<file path="config.mk">
export PLATFORM = sky130hd
export DESIGN_NAME = dbg_entry_ctl
export DESIGN_NICKNAME = d
export VERILOG_FILES = /design/src/rtl/dbg_pkg.sv /design/src/rtl/dbg_cause_enc.sv /design/src/rtl/dbg_ctx_regs.sv /design/src/rtl/dbg_entry_ctl.sv
export SDC_FILE = /design/constraint.sdc
export NUM_CORES = 1
export LEC_CHECK = 0
export BUFFER_PORTS_ARGS = -buffer_cell sky130_fd_sc_hd__buf_2
export CAP_MARGIN = 25
export CELL_PAD_IN_SITES_DETAIL_PLACEMENT = 1
export CELL_PAD_IN_SITES_GLOBAL_PLACEMENT = 2
export CORE_ASPECT_RATIO = 1.2
export CORE_MARGIN = 5
export CORE_UTILIZATION = 35
export CTS_BUF_LIST = sky130_fd_sc_hd__clkbuf_4 sky130_fd_sc_hd__clkbuf_8
export CTS_CLUSTER_SIZE = 30
export DETAILED_ROUTE_END_ITERATION = 8
export GPL_TIMING_DRIVEN = 0
export PLACE_DENSITY_LB_ADDON = 0.1
export REMOVE_ABC_BUFFERS = 1
export SLEW_MARGIN = 20
export SYNTH_ARGS = -nofsm -noshare
export SYNTH_HDL_FRONTEND = slang
export SYNTH_HIERARCHICAL = 1
export SYNTH_SLANG_ARGS = --single-unit
export TNS_END_PERCENT = 100
</file>
<file path="constraint.sdc">
create_clock -name clk -period 2.25 [get_ports clk]
set_input_delay 0.45 -clock clk [delete_from_list [all_inputs] [get_ports clk]]
set_output_delay 0.45 -clock clk [all_outputs]
set_load 0.1 [all_outputs]
</file>
<file path="src/rtl/dbg_pkg.sv">
package dbg_pkg;

    typedef enum logic [1:0] {
        ST_RUN    = 2'd0,
        ST_ENTER  = 2'd1,
        ST_FROZEN = 2'd2,
        ST_RESUME = 2'd3
    } dbg_state_t;

    typedef enum logic [1:0] {
        REG_TEMP = 2'd0,
        REG_FAR  = 2'd1,
        REG_RPC  = 2'd2,
        REG_PCC  = 2'd3
    } host_reg_t;

endpackage

</file>
<file path="src/rtl/dbg_cause_enc.sv">
// Prioritised stop-cause encoder: double fault > breakpoint > background insn.
module dbg_cause_enc #(
    parameter int SW = 16
) (
    input  logic            brk,
    input  logic            dbf,
    input  logic            bgnd,
    input  logic [SW-1:0]   ssw,
    output logic            hit,
    output logic            is_dbf,
    output logic [2*SW-1:0] cause
);
    localparam int TW = 2 * SW;

    always_comb begin
        hit    = brk | dbf | bgnd;
        is_dbf = dbf;
        if (dbf) begin
            cause = {ssw, {SW{1'b1}}};
        end else if (brk) begin
            cause = '0;
        end else if (bgnd) begin
            cause = {{(TW-1){1'b0}}, 1'b1};
        end else begin
            cause = '0;
        end
    end
endmodule

</file>
<file path="src/rtl/dbg_ctx_regs.sv">
// Debug context storage: cause word, fault address, resume PC, current-insn PC.
module dbg_ctx_regs #(
    parameter int AW = 32,
    parameter int TW = 32,
    parameter int DW = 32
) (
    input  logic                 clk,
    input  logic                 rst_n,
    input  logic                 cap,
    input  logic [TW-1:0]        cause,
    input  logic                 pcc_poison,
    input  logic [AW-1:0]        fetch_addr,
    input  logic                 track,
    input  logic                 insn_done,
    input  logic [AW-1:0]        insn_addr,
    input  logic                 bus_valid,
    input  logic                 bus_err,
    input  logic [AW-1:0]        bus_addr,
    input  logic                 wr_en,
    input  dbg_pkg::host_reg_t   wr_sel,
    input  logic [DW-1:0]        wr_data,
    output logic [TW-1:0]        temp_q,
    output logic [AW-1:0]        far_q,
    output logic [AW-1:0]        rpc_q,
    output logic [AW-1:0]        pcc_q
);
    import dbg_pkg::*;

    always_ff @(posedge clk or negedge rst_n) begin
        if (!rst_n) begin
            temp_q <= '0;
            far_q  <= '0;
            rpc_q  <= '0;
            pcc_q  <= '0;
        end else begin
            if (bus_valid && bus_err) begin
                far_q <= bus_addr;
            end
            if (cap) begin
                temp_q <= cause;
                rpc_q  <= fetch_addr;
                if (pcc_poison) begin
                    pcc_q <= '1;
                end
            end else if (track && insn_done) begin
                pcc_q <= {insn_addr[AW-1:1], 1'b0};
            end
            if (wr_en) begin
                case (wr_sel)
                    REG_TEMP: temp_q <= wr_data[TW-1:0];
                    REG_RPC:  rpc_q  <= wr_data[AW-1:0];
                    default:  ;
                endcase
            end
        end
    end
endmodule

</file>
<file path="src/rtl/dbg_entry_ctl.sv">
// Debug-mode entry controller: four-state sequencer plus context registers.
module dbg_entry_ctl #(
    parameter int AW = 32,
    parameter int SW = 16
) (
    input  logic          clk,
    input  logic          rst_n,
    input  logic          brk_req,
    input  logic          dbf_req,
    input  logic [SW-1:0] dbf_ssw,
    input  logic          dbf_init,
    input  logic          bgnd_strobe,
    input  logic          bus_valid,
    input  logic          bus_err,
    input  logic [AW-1:0] bus_addr,
    input  logic          insn_done,
    input  logic [AW-1:0] insn_addr,
    input  logic [AW-1:0] fetch_addr,
    input  logic [1:0]    host_sel,
    input  logic          host_wr,
    input  logic [((AW > 2*SW) ? AW : 2*SW)-1:0] host_wdata,
    input  logic          host_go,
    output logic [((AW > 2*SW) ? AW : 2*SW)-1:0] host_rdata,
    output logic          freeze,
    output logic          cmd_en,
    output logic          restart,
    output logic [AW-1:0] resume_pc,
    output logic          addr_err
);
    import dbg_pkg::*;

    localparam int TW = 2 * SW;
    localparam int DW = (AW > TW) ? AW : TW;

    dbg_state_t state_q, state_d;
    host_reg_t  sel;

    logic          ev_hit, ev_dbf;
    logic [TW-1:0] ev_cause;
    logic [TW-1:0] temp_q;
    logic [AW-1:0] far_q, rpc_q, pcc_q;
    logic          in_run, cap, wr_en;

    assign sel    = host_reg_t'(host_sel);
    assign in_run = (state_q == ST_RUN);
    assign cap    = in_run && ev_hit;
    assign wr_en  = host_wr && (state_q == ST_FROZEN);

    dbg_cause_enc #(.SW(SW)) u_enc (
        .brk    (brk_req),
        .dbf    (dbf_req),
        .bgnd   (bgnd_strobe),
        .ssw    (dbf_ssw),
        .hit    (ev_hit),
        .is_dbf (ev_dbf),
        .cause  (ev_cause)
    );

    dbg_ctx_regs #(.AW(AW), .TW(TW), .DW(DW)) u_ctx (
        .clk        (clk),
        .rst_n      (rst_n),
        .cap        (cap),
        .cause      (ev_cause),
        .pcc_poison (ev_dbf && dbf_init),
        .fetch_addr (fetch_addr),
        .track      (in_run),
        .insn_done  (insn_done),
        .insn_addr  (insn_addr),
        .bus_valid  (bus_valid),
        .bus_err    (bus_err),
        .bus_addr   (bus_addr),
        .wr_en      (wr_en),
        .wr_sel     (sel),
        .wr_data    (host_wdata),
        .temp_q     (temp_q),
        .far_q      (far_q),
        .rpc_q      (rpc_q),
        .pcc_q      (pcc_q)
    );

    // State register
    always_ff @(posedge clk or negedge rst_n) begin
        if (!rst_n) begin
            state_q <= ST_RUN;
        end else begin
            state_q <= state_d;
        end
    end

    // Next-state logic
    always_comb begin
        state_d = state_q;
        unique case (state_q)
            ST_RUN:    if (ev_hit)  state_d = ST_ENTER;
            ST_ENTER:               state_d = ST_FROZEN;
            ST_FROZEN: if (host_go) state_d = ST_RESUME;
            ST_RESUME:              state_d = ST_RUN;
        endcase
    end

    // Outputs
    always_comb begin
        freeze    = 1'b0;
        cmd_en    = 1'b0;
        restart   = 1'b0;
        addr_err  = 1'b0;
        resume_pc = rpc_q;
        unique case (state_q)
            ST_RUN:    ;
            ST_ENTER:  freeze = 1'b1;
            ST_FROZEN: begin
                freeze = 1'b1;
                cmd_en = 1'b1;
            end
            ST_RESUME: begin
                restart  = 1'b1;
                addr_err = rpc_q[0];
            end
        endcase
    end

    // Host read mux
    always_comb begin
        unique case (sel)
            REG_TEMP: host_rdata = DW'(temp_q);
            REG_FAR:  host_rdata = DW'(far_q);
            REG_RPC:  host_rdata = DW'(rpc_q);
            REG_PCC:  host_rdata = DW'(pcc_q);
        endcase
    end
endmodule

</file>
After elaboration in Yosys (flattened, before gate mapping). Index checks and enable logic that the tools add are counted. Widths: inputs -> output; s select.

Memories kept: 0. Output and inout bits: 68. Input bits: 157. Bits in writable memories: 0. Register bits: 130. Bits in latches: 0. ROM bits: 0.

Bitwise logic cells: 2. Div/mod/pow operators: 0. Multiplexer cells: 20. $add $sub $neg: 0. Reductions and logical operators: 11. Multipliers: 0. Eq/ne operators: 9. Order comparisons: 0. Shift operators: 0.

Operators with widths (count): $mux 32 (11); $pmux 32 s4 (1); $eq 2x2->1 const B (4); $pmux 2 s4 (1); $logic_and 1x1->1 (5); $mux 1 (5); $eq 2x1->1 const B (2); $logic_not 2->1 (2); $mux 2 (2); $ne 2x2->1 const B (2); $reduce_and 2->1 (2); $ne 2x1->1 const B (1); $or 1x1->1 (2); $reduce_bool 2->1 (1); $reduce_or 2->1 (1).

Depth between registers and ports, before layout.
Depth in word-level cells: 6. Depth in mapped cells: 8. Depth with buffers taken out: 5.

By module. Netlist, hierarchy kept.

Modules (own cells, without submodules): dbg_ctx_regs (cells each 420, times used 1, area an instance 5972.0 µm²); dbg_entry_ctl (cells each 55, times used 1, area an instance 967.2 µm²); dbg_cause_enc (cells each 36, times used 1, area an instance 264.0 µm²).

Worst setup path before layout. Ideal clock, no wire load.

Path kind: reg-to-reg. Start point: reg state_q[0]. End point: reg u_ctx.temp_q[10]. Path buffers: 2. Data required time: 2125 ps. Stages on the path, launching flop included: 8. Library setup time: 125 ps. Arrival: 2433 ps. Clock period less this slack: 2558 ps. Slack: -308 ps. Path through: dfrtp_1 > inv_1 > ha_1 > and2_1 > or3b_1 > buf_6 > buf_12 > mux2_4.

Elaborated cells on any way between the ends: 7. Those cells by class: 1 x eq/ne; 3 x mux; 3 x reduce/logical.

RTL lines: start, declared (RTL line dbg_entry_ctl.sv:35) `dbg_state_t state_q, state_d;`; start signal, assigned (RTL line dbg_entry_ctl.sv:86) `state_q <= state_d;`; $eq 2x2->1 (RTL line dbg_entry_ctl.sv:47) `assign wr_en = host_wr && (state_q == ST_FROZEN);`; $logic_and 1x1->1 (RTL line dbg_entry_ctl.sv:47); net wr_en (RTL line dbg_entry_ctl.sv:42) `logic in_run, cap, wr_en;`; $mux 32 (RTL line dbg_ctx_regs.sv:48) `if (wr_en) begin`; end signal, assigned (RTL line dbg_ctx_regs.sv:40) `temp_q <= cause;`; end signal, assigned (RTL line dbg_ctx_regs.sv:50) `REG_TEMP: temp_q <= wr_data[TW-1:0];`; end, declared (RTL line dbg_ctx_regs.sv:22) `output logic [TW-1:0] temp_q,`.

The timed path passes the listed nets, and every way through them passes these cells. A chain may end at the register's enable or synchronous reset.

Final worst setup path.
Start point: in host_sel[1]. End point: out host_rdata[9] in the netlist's numbering.

Longest elaborated chain between the ends: 2. Elaborated cells on any way between the ends: 5. Those cells by class: 3 x eq/ne; 1 x mux; 1 x reduce/logical.

RTL lines: start, declared (RTL line dbg_entry_ctl.sv:19) `input logic [1:0] host_sel,`; $eq 2x2->1 (tied with other cells) (RTL line dbg_entry_ctl.sv:124) `unique case (sel)`; $pmux 32 s4 * (RTL line dbg_entry_ctl.sv:124); end, declared (RTL line dbg_entry_ctl.sv:23) `output logic [((AW > 2*SW) ? AW : 2*SW)-1:0] host_rdata,`.

Mark *: on every way between the ends. The rest lies on a longest branch, timed or not.

==> results by group <==
Outcome
  – Status: finished, violations left
  – Failing checks: hold timing

Die
  – Core area: 20300 µm²
  – Die area: 23600 µm²
  – Starting density of the core: 0.356
  – Die W: 141 µm
  – IO Pins: 225
  – Die Ht: 167 µm
  – Rows: 57

STA
  – Min Tclk post-route: 2.17 ns
  – Slew @ Worst Pin: 0.672 ns
  – Rel. slew slack: 0.552
  – RSZ-0062 raised after global routing: no
  – Pins over their slew limit: 0
  – Final setup violation count: 0
  – Fmax: 461 MHz
  – Hold Slack: -0.000535 ns
  – Final Cycle Share: 0.964
  – Final Hold Viols: 1
  – Fin Clk Skew: 0.0124 ns

Final layout
  – Diode count: 0
  – Nets: 872
  – Core Util, Final: 0.440
  – Layout cells sized above 1: 0.578
  – Multi-input logic area: 3500 µm²
  – Seq. cell area: 3250 µm²
  – Synthesis-to-finish area growth: 23.6%
  – Layout fillers: 2205

Global routing
  – Gr ovfl total: 0
  – Vias in the first global route: 5724
  – Gr usage total: 0.180
  – Global-route wire length before repair: 32.6 mm
  – Initial antenna violation count: 3
  – Largest net degree at the start of global routing: 84

Setup path
  – Worst Path Max Fanout: 34
  – FF-to-FF Start: state_q[0]
  – Reg2Reg Depth: 6
  – Flop-to-flop setup slack: 0.16 ns
  – WP data required: 1.80 ns
  – Crit path capture type: output port
  – CP Data Arrival Time: 1.72 ns
  – CP max stage delay: 0.48 ns
  – Bufs and invs on worst path: 2
  – FF-to-FF End: u_ctx/temp_q[22]
  – WS Path Type: primary input to output port
  – Slowest-stage cell, CP: buf_4
  – Startpoint types: primary input
  – Worst-path cell chain: buf_4 > mux4_2 > buf_2
  – Cell family with most CP delay: buffers and inverters

Power
  – Clock share of power: 0.127
  – Pleak: 4.12 nW
  – Internal power: 0.00675 W
  – Worst vdd ir: 0.00120 V
  – Reg power frac: 0.263
  – Sw Pwr: 0.00782 W
  – Sw Ratio: 0.537
  – Pwr dens: 1640 nW/µm²
  – Gate power share: 0.610
  – Power Total: 0.0146 W

Logic synthesis
  – Simple-gate area share of the yosys netlist: 0.0255
  – Adder-Cell Fraction of Synth Area: 0.00521
  – Yosys reg bits: 130
  – Share of the synthesized area in the top cell type: 0.452
  – Dominant cell type by area after synthesis: dfrtp_1
  – Synth top area cells: dfrtp_1, mux2_2, mux2_1, mux4_2, mux2_4
  – Sequential area share after synthesis: 0.452
  – Post-synthesis mux area share: 0.411
  – YS warnings: 6
  – Post-Syn Area: 7200 µm²
  – Synth cell types: 27
  – Largest family of logic cells by synthesized area: multiplexers
  – Synth Instances: 511
  – Compound-cell area share of the yosys netlist: 0.0406
  – Synth Area in XOR/XNOR: 0
  – Post-synthesis area per instance: 14.1 µm²

Detailed routing
  – DRC Markers: 0
  – DR iter-0 viols: 137
  – Vias/cell: 5.02
  – Routed Antenna Nets: 0
  – Drt wl/cell: 21.5 µm
  – WL final: 21.2 mm
  – Router iterations before antenna repair: 4
  – Via count: 4971

Clocking
  – CTS root buf: clkbuf_8
  – Clock Path Buffers: 2
  – Worst-Skew Late Latency: 0.45 ns
  – Clk pin slew, worst setup/hold paths: 0.08 ns
  – H-tree lvl count: 4
  – Hold-fix buffers, CTS: 0
  – CTS tree: built
  – Clock sinks: 130
  – TritonCTS Buffers: 17

Place
  – GPL Wtd Cong: 0.732
  – HPWL Detailed: 14.6 mm
  – Port Buffer Count: 223

Worst hold path
  – Worst min path class: primary input to async pin

Flow run
  – Max-cap violations: 0
## logic make-up after synthesis
group           after synthesis
compound gates               57
flops                       130
buf+inv                      71
fa+ha+maj                     3
simple gates                 26
mux                         224
## layout by cell type (no fill, tap or decap)
master / synthesis / routed
clkbuf_4: 0 / 1
buf_12: 6 / 5
a21oi_1: 54 / 54
mux2_1: 65 / 65
inv_6: 0 / 3
mux4_1: 2 / 2
mux2i_1: 31 / 31
and3b_4: 0 / 1
a21o_2: 1 / 1
or3b_4: 0 / 1
buf_16: 0 / 4
nand3b_1: 1 / 1
mux2_2: 66 / 66
a22oi_1: 1 / 1
clkinv_4: 0 / 5
or3_1: 1 / 1
o22ai_1: 1 / 1
nand2_2: 0 / 1
inv_1: 14 / 14
clkinv_2: 0 / 1
buf_4: 16 / 6
dfrtp_1: 130 / 130
buf_6: 2 / 1
mux4_2: 30 / 30
clkinvlp_4: 0 / 4
ha_1: 3 / 3
nor2_1: 1 / 1
and2_2: 16 / 18
and2_1: 4 / 2
mux2_4: 30 / 30
and2_4: 0 / 1
buf_2: 25 / 219
buf_8: 0 / 3
clkbuf_8: 0 / 18
## flip-flops by register name (all words and copies together) (netlist names)
register and cells:
u_ctx/pcc_q 32, u_ctx/temp_q 32, u_ctx/rpc_q 32, u_ctx/far_q 32
state_q 2
## cells in the mapped netlist
cell type    n
a21oi_1     54
a21o_2       1
buf_2       25
and2_1       4
nand3b_1     1
buf_6        2
mux2_4      30
nand2_1      1
mux2i_1     31
a22oi_1      1
nor2_1       1
ha_1         3
mux2_2      66
and3b_1      1
clkbuf_2     1
inv_1       14
or3_1        1
dfrtp_1    130
mux4_2      30
clkbuf_1     7
mux2_1      65
or3b_1       1
buf_4       16
o22ai_1      1
buf_12       6
and2_2      16
mux4_1       2
## per-layer routing
layer	routed length, µm	share of wire	track usage
met3	1280	0.060	0.0627
met1	8800	0.41	0.219
met4	202	0.0095	0.0405
met2	10900	0.51	0.307
met5	52	0.0024	0
## metrics by stage
stage | worst slack, ns | cells | TNS, ns | hold slack [ns] | cell area, µm²
after floorplan | -2.09 | 454 | -169.34 | 0.154 | 6780
after global placement | -4.79 | 942 | -588.06 | 0.483 | 8230
after detailed placement | -0.753 | 952 | -65.58 | 0.492 | 8470
after CTS | 0.0496 | 985 | 0 | 0.00487 | 8850
after global routing | 0.0405 | 990 | 0 | 0.0123 | 8900
final | 0.0815 | 990 | 0 | -0.000535 | 8900
## layout make-up
| cell class | count | share of cell area |
|---|---|---|
| inverter | 14 | 0.00590 |
| timing repair buffer | 238 | 0.158 |
| multi-input combinational | 311 | 0.393 |
| clock buffer | 19 | 0.0287 |
| sequential | 130 | 0.365 |
| tap | 265 | 0.0372 |
| clock inverter | 13 | 0.0118 |
## worst max path at each step
stage | startpoint | endpoint | cells past startpoint | slack, ns
final | host_sel[1] | host_rdata[9] | 3 | 0.08
after global routing | host_sel[1] | host_rdata[0] | 3 | 0.04
after CTS | state_q[0] | u_ctx/rpc_q[22] | 6 | 0.05
after detailed placement | host_sel[1] | u_ctx/rpc_q[22] | 6 | -0.75
after global placement | dbf_req | u_ctx/pcc_q[1] | 5 | -4.79
after floorplan | state_q[0] | u_ctx/pcc_q[10] | 5 | -2.09
## power by group through the flow
stage          Combinational, W  Sequential, W  Clock, W
5_1_grt                 0.00931        0.00395   0.00202
4_1_cts                 0.00893        0.00384   0.00192
6_report                0.00890        0.00384   0.00184
2_1_floorplan           0.00515        0.00587         0
3_3_place_gp            0.00831        0.00384         0
3_5_place_dp            0.00890        0.00388         0
## repair_timing
action	4_1_cts	5_1_grt
pin swaps	0	1
endpoints found under the setup margin	104	52
buffers inserted	1	4
cloned	0	1
resized for setup	6	0
endpoints found under the hold margin	0	0
Note: power is estimated with default switching activity, not from simulation.
